$ cat src/rtl/irq_arb_pkg.sv
// Shared types for the vectored interrupt arbiter.
// Assumes: one service state covers both levels, and a high handler may nest
// on top of a low handler but never the reverse.
package irq_arb_pkg;
    typedef enum logic [1:0] {
        SVC_IDLE = 2'd0,   // nothing in service
        SVC_LO   = 2'd1,   // low-level handler running
        SVC_HI   = 2'd2,   // high-level handler running, no low beneath
        SVC_NEST = 2'd3    // high-level handler preempting a low one
    } svc_state_t;
endpackage

$ cat src/rtl/irq_req_fold.sv
// Qualifies raw requests and splits them into high and low groups.
// Assumes: hole vectors have no source; the alias run ALIAS_LO..ALIAS_HI
// belongs to one source that uses the enable and level bits of ALIAS_LO.
module irq_req_fold #(
    parameter int NUM_VEC = 81,
    parameter logic [NUM_VEC-1:0] HOLE_MAP = NUM_VEC'((128'd1 << 63) | (128'd1 << 80)),
    parameter int ALIAS_LO = 72,
    parameter int ALIAS_HI = 75
) (
    input  logic [NUM_VEC-1:0] req,
    input  logic [NUM_VEC-1:0] en,
    input  logic [NUM_VEC-1:0] pri,
    output logic [NUM_VEC-1:0] q_hi,
    output logic [NUM_VEC-1:0] q_lo
);
    logic [NUM_VEC-1:0] qual;

    // Per-vector qualification chosen at elaboration from the vector's role.
    for (genvar v = 0; v < NUM_VEC; v++) begin : g_vec
        if (HOLE_MAP[v]) begin : g_hole
            assign qual[v] = 1'b0;
        end else if (v == ALIAS_LO) begin : g_alias_head
            assign qual[v] = (|req[ALIAS_HI:ALIAS_LO]) & en[v];
        end else if (v > ALIAS_LO && v <= ALIAS_HI) begin : g_alias_tail
            assign qual[v] = 1'b0;
        end else begin : g_plain
            assign qual[v] = req[v] & en[v];
        end
    end

    // Split the qualified set by the user level bit.
    assign q_hi = qual & pri;
    assign q_lo = qual & ~pri;
endmodule

$ cat src/rtl/irq_lowest_pick.sv
// Finds the lowest set index of a request vector (fixed natural order).
// Assumes: index 0 is the highest priority; idx is 0 when nothing is set.
module irq_lowest_pick #(
    parameter int N  = 81,
    parameter int VW = $clog2(N)
) (
    input  logic [N-1:0]  req,
    output logic          found,
    output logic [VW-1:0] idx
);
    // Scan from the top so the last hit, the lowest index, is kept.
    always_comb begin
        found = 1'b0;
        idx   = '0;
        for (int i = N - 1; i >= 0; i--) begin
            if (req[i]) begin
                found = 1'b1;
                idx   = VW'(i);
            end
        end
    end
endmodule

$ cat src/rtl/irq_svc_track.sv
// Tracks which interrupt levels are in service and the vector of each.
// Assumes: ack_ok is only raised for a presented vector, so a low ack never
// arrives while a handler runs; an accepted ack takes precedence over ret.
module irq_svc_track #(
    parameter int VW = 7
) (
    input  logic          clk,
    input  logic          rst_n,
    input  logic          ack_ok,
    input  logic          ack_hi,
    input  logic [VW-1:0] ack_vec,
    input  logic          ret,
    output logic          svc_hi,
    output logic          svc_lo,
    output logic          svc_hi_n,
    output logic          svc_lo_n,
    output logic [VW-1:0] act_vec
);
    import irq_arb_pkg::*;

    svc_state_t    state_q, state_n;
    logic [VW-1:0] hi_vec_q, lo_vec_q;

    // Next service state from acknowledge and return strobes.
    always_comb begin
        state_n = state_q;
        if (ack_ok) begin
            case (state_q)
                SVC_IDLE: state_n = ack_hi ? SVC_HI : SVC_LO;
                SVC_LO:   if (ack_hi) state_n = SVC_NEST;
                default:  state_n = state_q;
            endcase
        end else if (ret) begin
            case (state_q)
                SVC_LO, SVC_HI: state_n = SVC_IDLE;
                SVC_NEST:       state_n = SVC_LO;
                default:        state_n = state_q;
            endcase
        end
    end

    // Register the service state and latch acknowledged vectors per level.
    always_ff @(posedge clk) begin
        if (!rst_n) begin
            state_q  <= SVC_IDLE;
            hi_vec_q <= '0;
            lo_vec_q <= '0;
        end else begin
            state_q <= state_n;
            if (ack_ok && ack_hi)  hi_vec_q <= ack_vec;
            if (ack_ok && !ack_hi) lo_vec_q <= ack_vec;
        end
    end

    // Level flags, now and after this edge.
    assign svc_hi   = (state_q == SVC_HI)  || (state_q == SVC_NEST);
    assign svc_lo   = (state_q == SVC_LO)  || (state_q == SVC_NEST);
    assign svc_hi_n = (state_n == SVC_HI)  || (state_n == SVC_NEST);
    assign svc_lo_n = (state_n == SVC_LO)  || (state_n == SVC_NEST);

    // The innermost running handler's vector.
    assign act_vec = svc_hi ? hi_vec_q : (svc_lo ? lo_vec_q : '0);
endmodule

$ cat src/rtl/irq_vec_arb.sv
// Top: two-level vectored interrupt arbiter with preemption of low-level
// service by high-level requests, and a plain any-request mode.
// Assumes: single clock, synchronous active-low reset, strobes one cycle wide.
module irq_vec_arb #(
    parameter int NUM_VEC = 81,
    parameter int VW = $clog2(NUM_VEC),
    parameter logic [NUM_VEC-1:0] HOLE_MAP = NUM_VEC'((128'd1 << 63) | (128'd1 << 80)),
    parameter int ALIAS_LO = 72,
    parameter int ALIAS_HI = 75
) (
    input  logic               clk,
    input  logic               rst_n,
    input  logic               vec_en,
    input  logic [NUM_VEC-1:0] req,
    input  logic [NUM_VEC-1:0] en,
    input  logic [NUM_VEC-1:0] pri,
    input  logic               ack,
    input  logic               ret,
    output logic               irq_valid,
    output logic [VW-1:0]      irq_vec,
    output logic               irq_lvl_hi,
    output logic               irq_any,
    output logic [VW-1:0]      act_vec,
    output logic               svc_hi,
    output logic               svc_lo
);
    logic [NUM_VEC-1:0] q_hi, q_lo;
    logic [NUM_VEC-1:0] grp_req [2];
    logic               grp_found [2];
    logic [VW-1:0]      grp_idx [2];
    logic               svc_hi_n, svc_lo_n, ack_ok;
    logic               win_valid, win_hi;
    logic [VW-1:0]      win_vec;

    irq_req_fold #(
        .NUM_VEC(NUM_VEC), .HOLE_MAP(HOLE_MAP),
        .ALIAS_LO(ALIAS_LO), .ALIAS_HI(ALIAS_HI)
    ) u_fold (
        .req(req), .en(en), .pri(pri), .q_hi(q_hi), .q_lo(q_lo)
    );

    assign grp_req[0] = q_lo;
    assign grp_req[1] = q_hi;

    // One natural-order picker per level (0 = low, 1 = high).
    for (genvar g = 0; g < 2; g++) begin : g_lvl
        irq_lowest_pick #(.N(NUM_VEC), .VW(VW)) u_pick (
            .req(grp_req[g]), .found(grp_found[g]), .idx(grp_idx[g])
        );
    end

    assign ack_ok = ack && vec_en && irq_valid;

    irq_svc_track #(.VW(VW)) u_svc (
        .clk(clk), .rst_n(rst_n),
        .ack_ok(ack_ok), .ack_hi(irq_lvl_hi), .ack_vec(irq_vec), .ret(ret),
        .svc_hi(svc_hi), .svc_lo(svc_lo),
        .svc_hi_n(svc_hi_n), .svc_lo_n(svc_lo_n), .act_vec(act_vec)
    );

    // Winner under the service state that holds after this edge.
    always_comb begin
        win_valid = 1'b0;
        win_hi    = 1'b0;
        win_vec   = '0;
        if (vec_en && !svc_hi_n) begin
            if (grp_found[1]) begin
                win_valid = 1'b1;
                win_hi    = 1'b1;
                win_vec   = grp_idx[1];
            end else if (grp_found[0] && !svc_lo_n) begin
                win_valid = 1'b1;
                win_vec   = grp_idx[0];
            end
        end
    end

    // Output register for the presented vector and the plain request line.
    always_ff @(posedge clk) begin
        if (!rst_n) begin
            irq_valid  <= 1'b0;
            irq_vec    <= '0;
            irq_lvl_hi <= 1'b0;
            irq_any    <= 1'b0;
        end else begin
            irq_valid  <= win_valid;
            irq_vec    <= win_vec;
            irq_lvl_hi <= win_hi;
            irq_any    <= !vec_en && (|(q_hi | q_lo));
        end
    end
endmodule

$ cat config.mk
export PLATFORM = sky130hd
export DESIGN_NAME = irq_vec_arb
export DESIGN_NICKNAME = d
export VERILOG_FILES = /design/src/rtl/irq_arb_pkg.sv /design/src/rtl/irq_req_fold.sv /design/src/rtl/irq_lowest_pick.sv /design/src/rtl/irq_svc_track.sv /design/src/rtl/irq_vec_arb.sv
export SDC_FILE = /design/constraint.sdc
export NUM_CORES = 1
export LEC_CHECK = 0
export BUFFER_PORTS_ARGS = -buffer_cell sky130_fd_sc_hd__buf_2
export CAP_MARGIN = 40
export CORE_MARGIN = 1
export CORE_UTILIZATION = 25
export CTS_BUF_LIST = sky130_fd_sc_hd__clkbuf_4
export DETAILED_ROUTE_END_ITERATION = 10
export SKIP_LAST_GASP = 1
export SLEW_MARGIN = 25
export SYNTH_ARGS = -nofsm -noshare
export SYNTH_HDL_FRONTEND = slang
export SYNTH_SLANG_ARGS = --single-unit
export TNS_END_PERCENT = 100
$ cat constraint.sdc
create_clock -name clk -period 2.9 [get_ports clk]
set_clock_uncertainty 0.2 [all_clocks]
set_input_delay 0.58 -clock clk [delete_from_list [all_inputs] [get_ports clk]]
set_output_delay 0.58 -clock clk [all_outputs]
set_load 0.05 [all_outputs]
-- Word-level counts from Yosys, hierarchy flattened
Cells that the tools add are included.
- muxes and demuxes: 337
- reduce and logical (&&, ||, !) cells: 20
- equal/unequal tests: 6
- bitwise operators: 80
- operators with widths (kind ; count):
    $mux W7 ; 166
    $mux W1 ; 165
    $and A80 B81 Y81 ; 2
    $not A81 Y81 ; 1
    $or A81 B81 Y81 ; 1
    $reduce_or A81 Y1 ; 1
    $and A1 B1 Y1 ; 76
    $eq A2 B2 Y1 const B ; 4
    $mux W2 ; 4
    $pmux W2 S2 ; 2
    $logic_and A1 B1 Y1 ; 7
    $eq A2 B1 Y1 const B ; 2
    $logic_not A1 Y1 ; 4
    $logic_or A1 B1 Y1 ; 4
    $reduce_or A4 Y1 ; 1
    $logic_not A2 Y1 ; 1
    $reduce_and A2 Y1 ; 1
    $reduce_or A2 Y1 ; 1
- input port bits: 248
- word-level logic and storage cells: 450
- flip-flop bits (word level): 26
- output and inout bits: 19

-- Longest topological paths before layout
- depth in word-level cells: 87
- gate-level depth with buffers: 8

-- Modules after synthesis
A second synthesis with hierarchy kept.
- cell total of the unflattened synthesis: 796
- area total of the unflattened synthesis: 4740.8 um2
- modules (own cells, without submodules) (module ; seq. area each (um2) ; cells each ; area each (um2) ; instances):
    irq_lowest_pick ; 0.0 ; 188 ; 1094.8 ; 2
    irq_req_fold ; 0.0 ; 239 ; 1133.6 ; 1
    irq_svc_track ; 320.3 ; 100 ; 755.7 ; 1
    irq_vec_arb ; 200.2 ; 81 ; 661.9 ; 1

-- Worst setup path before layout
Ideal clock, no wire load.
- kind: reg-to-output
- from: register u_svc.state_q[1]
- to: output act_vec[1]
- data arrival time: 1761 ps
- cell stages (with the launch flop): 4
- slack: 359 ps
- required time: 2120 ps
- cells stage by stage: dfxtp_1 -> clkbuf_1 -> clkbuf_1 -> o21ai_0
- word-level cells in the longest chain between the ends: 4
- elaborated cells between the ends (all ways): 7
- those cells by class: 3 x eq/ne; 2 x mux; 2 x reduce/logical
- RTL lines (item ; RTL line ; RTL):
    start, declared ; irq_svc_track.sv:21 ; svc_state_t state_q, state_n;
    start signal, assigned ; irq_svc_track.sv:49 ; state_q <= state_n;
    $eq A2 B1 Y1 / $eq A2 B2 Y1 (equally long branches) ; irq_svc_track.sv:57, irq_svc_track.sv:56 ;
    $logic_or A1 B1 Y1 ; irq_svc_track.sv:57 ; assign svc_lo = (state_q == SVC_LO) || (state_q == SVC_NEST);
    $mux W7 ; irq_svc_track.sv:62 ; assign act_vec = svc_hi ? hi_vec_q : (svc_lo ? lo_vec_q : '0);
    $mux W7 (*) ; irq_svc_track.sv:62 ;
    end, declared ; irq_vec_arb.sv:23 ; output logic [VW-1:0] act_vec,
Every way passes the cells marked *; elsewhere a longest branch is shown, timed or not.

-- Worst setup path after layout
- from: input pri[4]
- to: register irq_vec[0]
- word-level cells in the longest chain between the ends: 10
- elaborated cells between the ends (all ways): 26
- those cells by class: 22 x mux; 3 x bitwise; 1 x reduce/logical
- RTL lines (item ; RTL line ; RTL):
    start, declared ; irq_vec_arb.sv:16 ; input logic [NUM_VEC-1:0] pri,
    $not A81 Y81 ; irq_req_fold.sv:33 ; assign q_lo = qual & ~pri;
    $and A80 B81 Y81 ; irq_req_fold.sv:33 ;
    $mux W1 (5 in series) ; irq_lowest_pick.sv:16 ; if (req[i]) begin
    $logic_and A1 B1 Y1 ; irq_vec_arb.sv:71 ; end else if (grp_found[0] && !svc_lo_n) begin
    $mux W7 ; irq_vec_arb.sv:71 ;
    $mux W7 (*) ; irq_vec_arb.sv:67 ; if (grp_found[1]) begin
    end signal, assigned ; irq_vec_arb.sv:87 ; irq_vec <= win_vec;
    end, declared ; irq_vec_arb.sv:20 ; output logic [VW-1:0] irq_vec,
Marks and branches as above.
A chain may end at the register's enable or synchronous reset.

==> results.py <==
metrics = {
    "die": {
        "boundaryPins": 267,
        "starting_density_of_the_core_pct": 25.6,
        "core.rowCount": 48,
        "core_area_um2": 17400,
        "die_h_um": 135,
        "die_span_x_um": 135,
        "fp.dieArea_um2": 18300,
    },
    "routing": {
        "detailroute.via_count": 7118,
        "firstDrtPassIters": 5,
        "ant_nets": 0,
        "avgViaCountPerCell": 5.73,
        "detail_route.wirelength_mm": 24.1,
        "routedWlPerCell_um": 19.4,
        "drt-initial-drc-count": 567,
        "drcViolationCount": 0,
    },
    "timing": {
        "max_slew.worst_pin.slew_ns": 0.655,
        "period_share_pct": 91.3,
        "final-hold-violation-count": 0,
        "unrepaired_setup_endpoints_after_global_routing": "no",
        "period_needed_ns": 2.65,
        "hold_slack_ns": 0.253,
        "slew_violations": 0,
        "setup_ws_ns": 0.253,
        "fmax_mhz": 378,
        "total_neg_setup_slack_ns": 0,
        "slew_headroom_pct": 55.2,
        "setup_viol": 0,
    },
    "cts": {
        "gates_resized_cts_repair": 0,
        "h-tree-depth": 1,
        "cts_inserted_buffers": 3,
        "worstSkewPairLatency_ns": 0.32,
        "clk_transition_reported_paths_ns": 0.15,
        "tritoncts": "yes",
        "numClockSinks": 26,
        "post-cts-setup-buffer-count": 0,
        "ctsLongestPathBuffers": 2,
        "hold_buffer_count_at_cts": 0,
        "cts_root_buf": "sky130_fd_sc_hd__clkbuf_4",
    },
    "power_and_ir_drop": {
        "pwr_density_cell_nw_per_um2": 247,
        "leakage_dissipation_nw": 3.04,
        "power.ir.vdd_worst_uv": 165,
        "post-layout-total-power_mw": 1.59,
    },
    "synth": {
        "post_synth_net_total": 961,
        "yosys_reg_bits": 26,
        "netlist_top_cells_area": "sky130_fd_sc_hd__dfxtp_1 (12%), sky130_fd_sc_hd__nand3_1 (12%), sky130_fd_sc_hd__nand2_1 (12%)",
        "yosys.cell_types.count": 62,
        "ys_async_sr_fraction_pct": 0,
        "yosysSeqAreaShare_pct": 11.7,
        "netlist_area_um2": 4450,
        "post-synth-top-count-cell": "sky130_fd_sc_hd__nand2_1",
        "post_synth_most_frequent_cells": "sky130_fd_sc_hd__nand2_1 (137), sky130_fd_sc_hd__nand3_1 (104), sky130_fd_sc_hd__nand3b_1 (52), sky130_fd_sc_hd__nor2_1 (51), sky130_fd_sc_hd__o21ai_0 (48)",
        "synthesis.area_per_instance_um2": 6.24,
        "yosysTopAreaCell": "sky130_fd_sc_hd__dfxtp_1",
        "post_synth_edffs": 0,
        "syn_inst": 713,
        "yosys_warnings": 0,
        "synth_ff_type": "sky130_fd_sc_hd__dfxtp_1",
        "synth_top_area_share_pct": 11.7,
    },
    "place": {
        "hpwlAfterDp_mm": 21.6,
        "finalWeightedCongestion": 0.986,
        "placement.io_buffers": 254,
        "post-place-ws_ns": 0.0419,
    },
    "worst_setup_path": {
        "worst-setup-path-type": "primary input to register",
        "startpoint_type": "primary input",
        "worst-path-max-fanout": 4,
        "cp-end-kind": "register",
        "r2r_setup_slack_ns": 0.57,
        "r2r_cells": 6,
        "timing.critical_path.arrival_ns": 2.66,
        "worst-endpoint-required_ns": 2.91,
    },
    "grt": {
        "grt_pass1_vias": 6519,
        "grt_overflow": 0,
        "grt_usage_pct": 25.5,
        "maximum_number_of_pins_on_one_net_before_global_route_repair": 20,
        "initial_antenna_violation_count": 1,
        "global_route_wire_length_before_repair_mm": 35.4,
    },
    "min_path": {
        "worstHoldPathType": "primary input to register",
        "worstHoldPathCells": 2,
    },
    "finish": {
        "synthToLayoutAreaGrowth_pct": 44.6,
        "final_net_count": 1267,
        "layout-drive-gt1-share_pct": 32.1,
        "antenna_cells": 0,
    },
    "run_status": {
        "run_status": "finished clean",
    },
    "run": {
        "drv_cap": 0,
    },
}
[power by group]
part | switching (mW) | internal, mW
registers | 0.00839 | 0.365
clock network | 0.106 | 0.140
logic | 0.568 | 0.400
[cell type report]
cell class | instances | area (µm²)
Fill cell | 1944 | 10900
Timing Repair Buffer | 308 | 1680
Multi-Input combinational cell | 671 | 3870
Sequential cell | 26 | 520
Clock inverter | 1 | 30.0
Clock buffer | 3 | 22.5
Inverter | 9 | 33.8
Tap cell | 225 | 282
[final timing paths]
check,startpoint,endpoint
worst min register to register,u_svc.lo_vec_q[4],u_svc.lo_vec_q[4]
worst max register to register,u_svc.state_q[1],irq_vec[1]
worst max-delay path,pri[4],irq_vec[0]
worst min-delay path,vec_en,irq_any
[metrics by stage]
step                      instances  utilization [%]  instance area (µm²)
after floorplan                 713                -                 4450
after CTS                      1243             37.1                 6430
after global placement         1239             36.8                 6380
after detailed placement       1239             36.8                 6380
final                          1243             37.1                 6430
after global routing           1243             37.1                 6430
[cells in the final DEF, fill, tap and decap left out, types with 22 or more instances in the layout]
cell	count
sky130_fd_sc_hd__nor2_1	51
sky130_fd_sc_hd__and3_1	22
sky130_fd_sc_hd__nand3_1	104
sky130_fd_sc_hd__nand4_1	35
sky130_fd_sc_hd__nand3b_1	52
sky130_fd_sc_hd__dfxtp_1	26
sky130_fd_sc_hd__a21oi_1	36
sky130_fd_sc_hd__buf_2	254
sky130_fd_sc_hd__buf_4	54
sky130_fd_sc_hd__nand2_1	137
sky130_fd_sc_hd__o21ai_0	48
[sequential cells by signal (all words and copies together), names as in the netlist]
register	flops
irq_any	1
irq_lvl_hi	1
u_svc.lo_vec_q	7
u_svc.state_q	2
u_svc.hi_vec_q	7
irq_valid	1
irq_vec	7
[routing by layer]
metal / vias to the layer above / share of wire, % / GRT usage [%]
met5: - / 0 / 0
met3: 28 / 9.5 / 4.79
met2: 349 / 46 / 42.9
met4: 0 / 1.9 / 5.31
li1: 3412 / - / -
met1: 3329 / 43 / 33.6
[logic make-up (layout without fill, tap and decap cells)]
logic type,count (synthesis),count (layout),synth area share (%)
and+or+nand+nor,475,475,57.0
AOI/OAI and AO/OA,196,196,30.0
buffers and inverters,16,321,1.35
DFF,26,26,11.7
[worst max-delay path, stage by stage]
cell and delay, ns:
sky130_fd_sc_hd__buf_2 0.11, sky130_fd_sc_hd__nand3b_1 0.27, sky130_fd_sc_hd__a41oi_1 0.27, sky130_fd_sc_hd__o22ai_1 0.13, sky130_fd_sc_hd__a2111oi_0 0.63, sky130_fd_sc_hd__and3_1 0.30, sky130_fd_sc_hd__o211ai_1 0.11, sky130_fd_sc_hd__a31o_2 0.26
(Power assumes the default switching activity.)
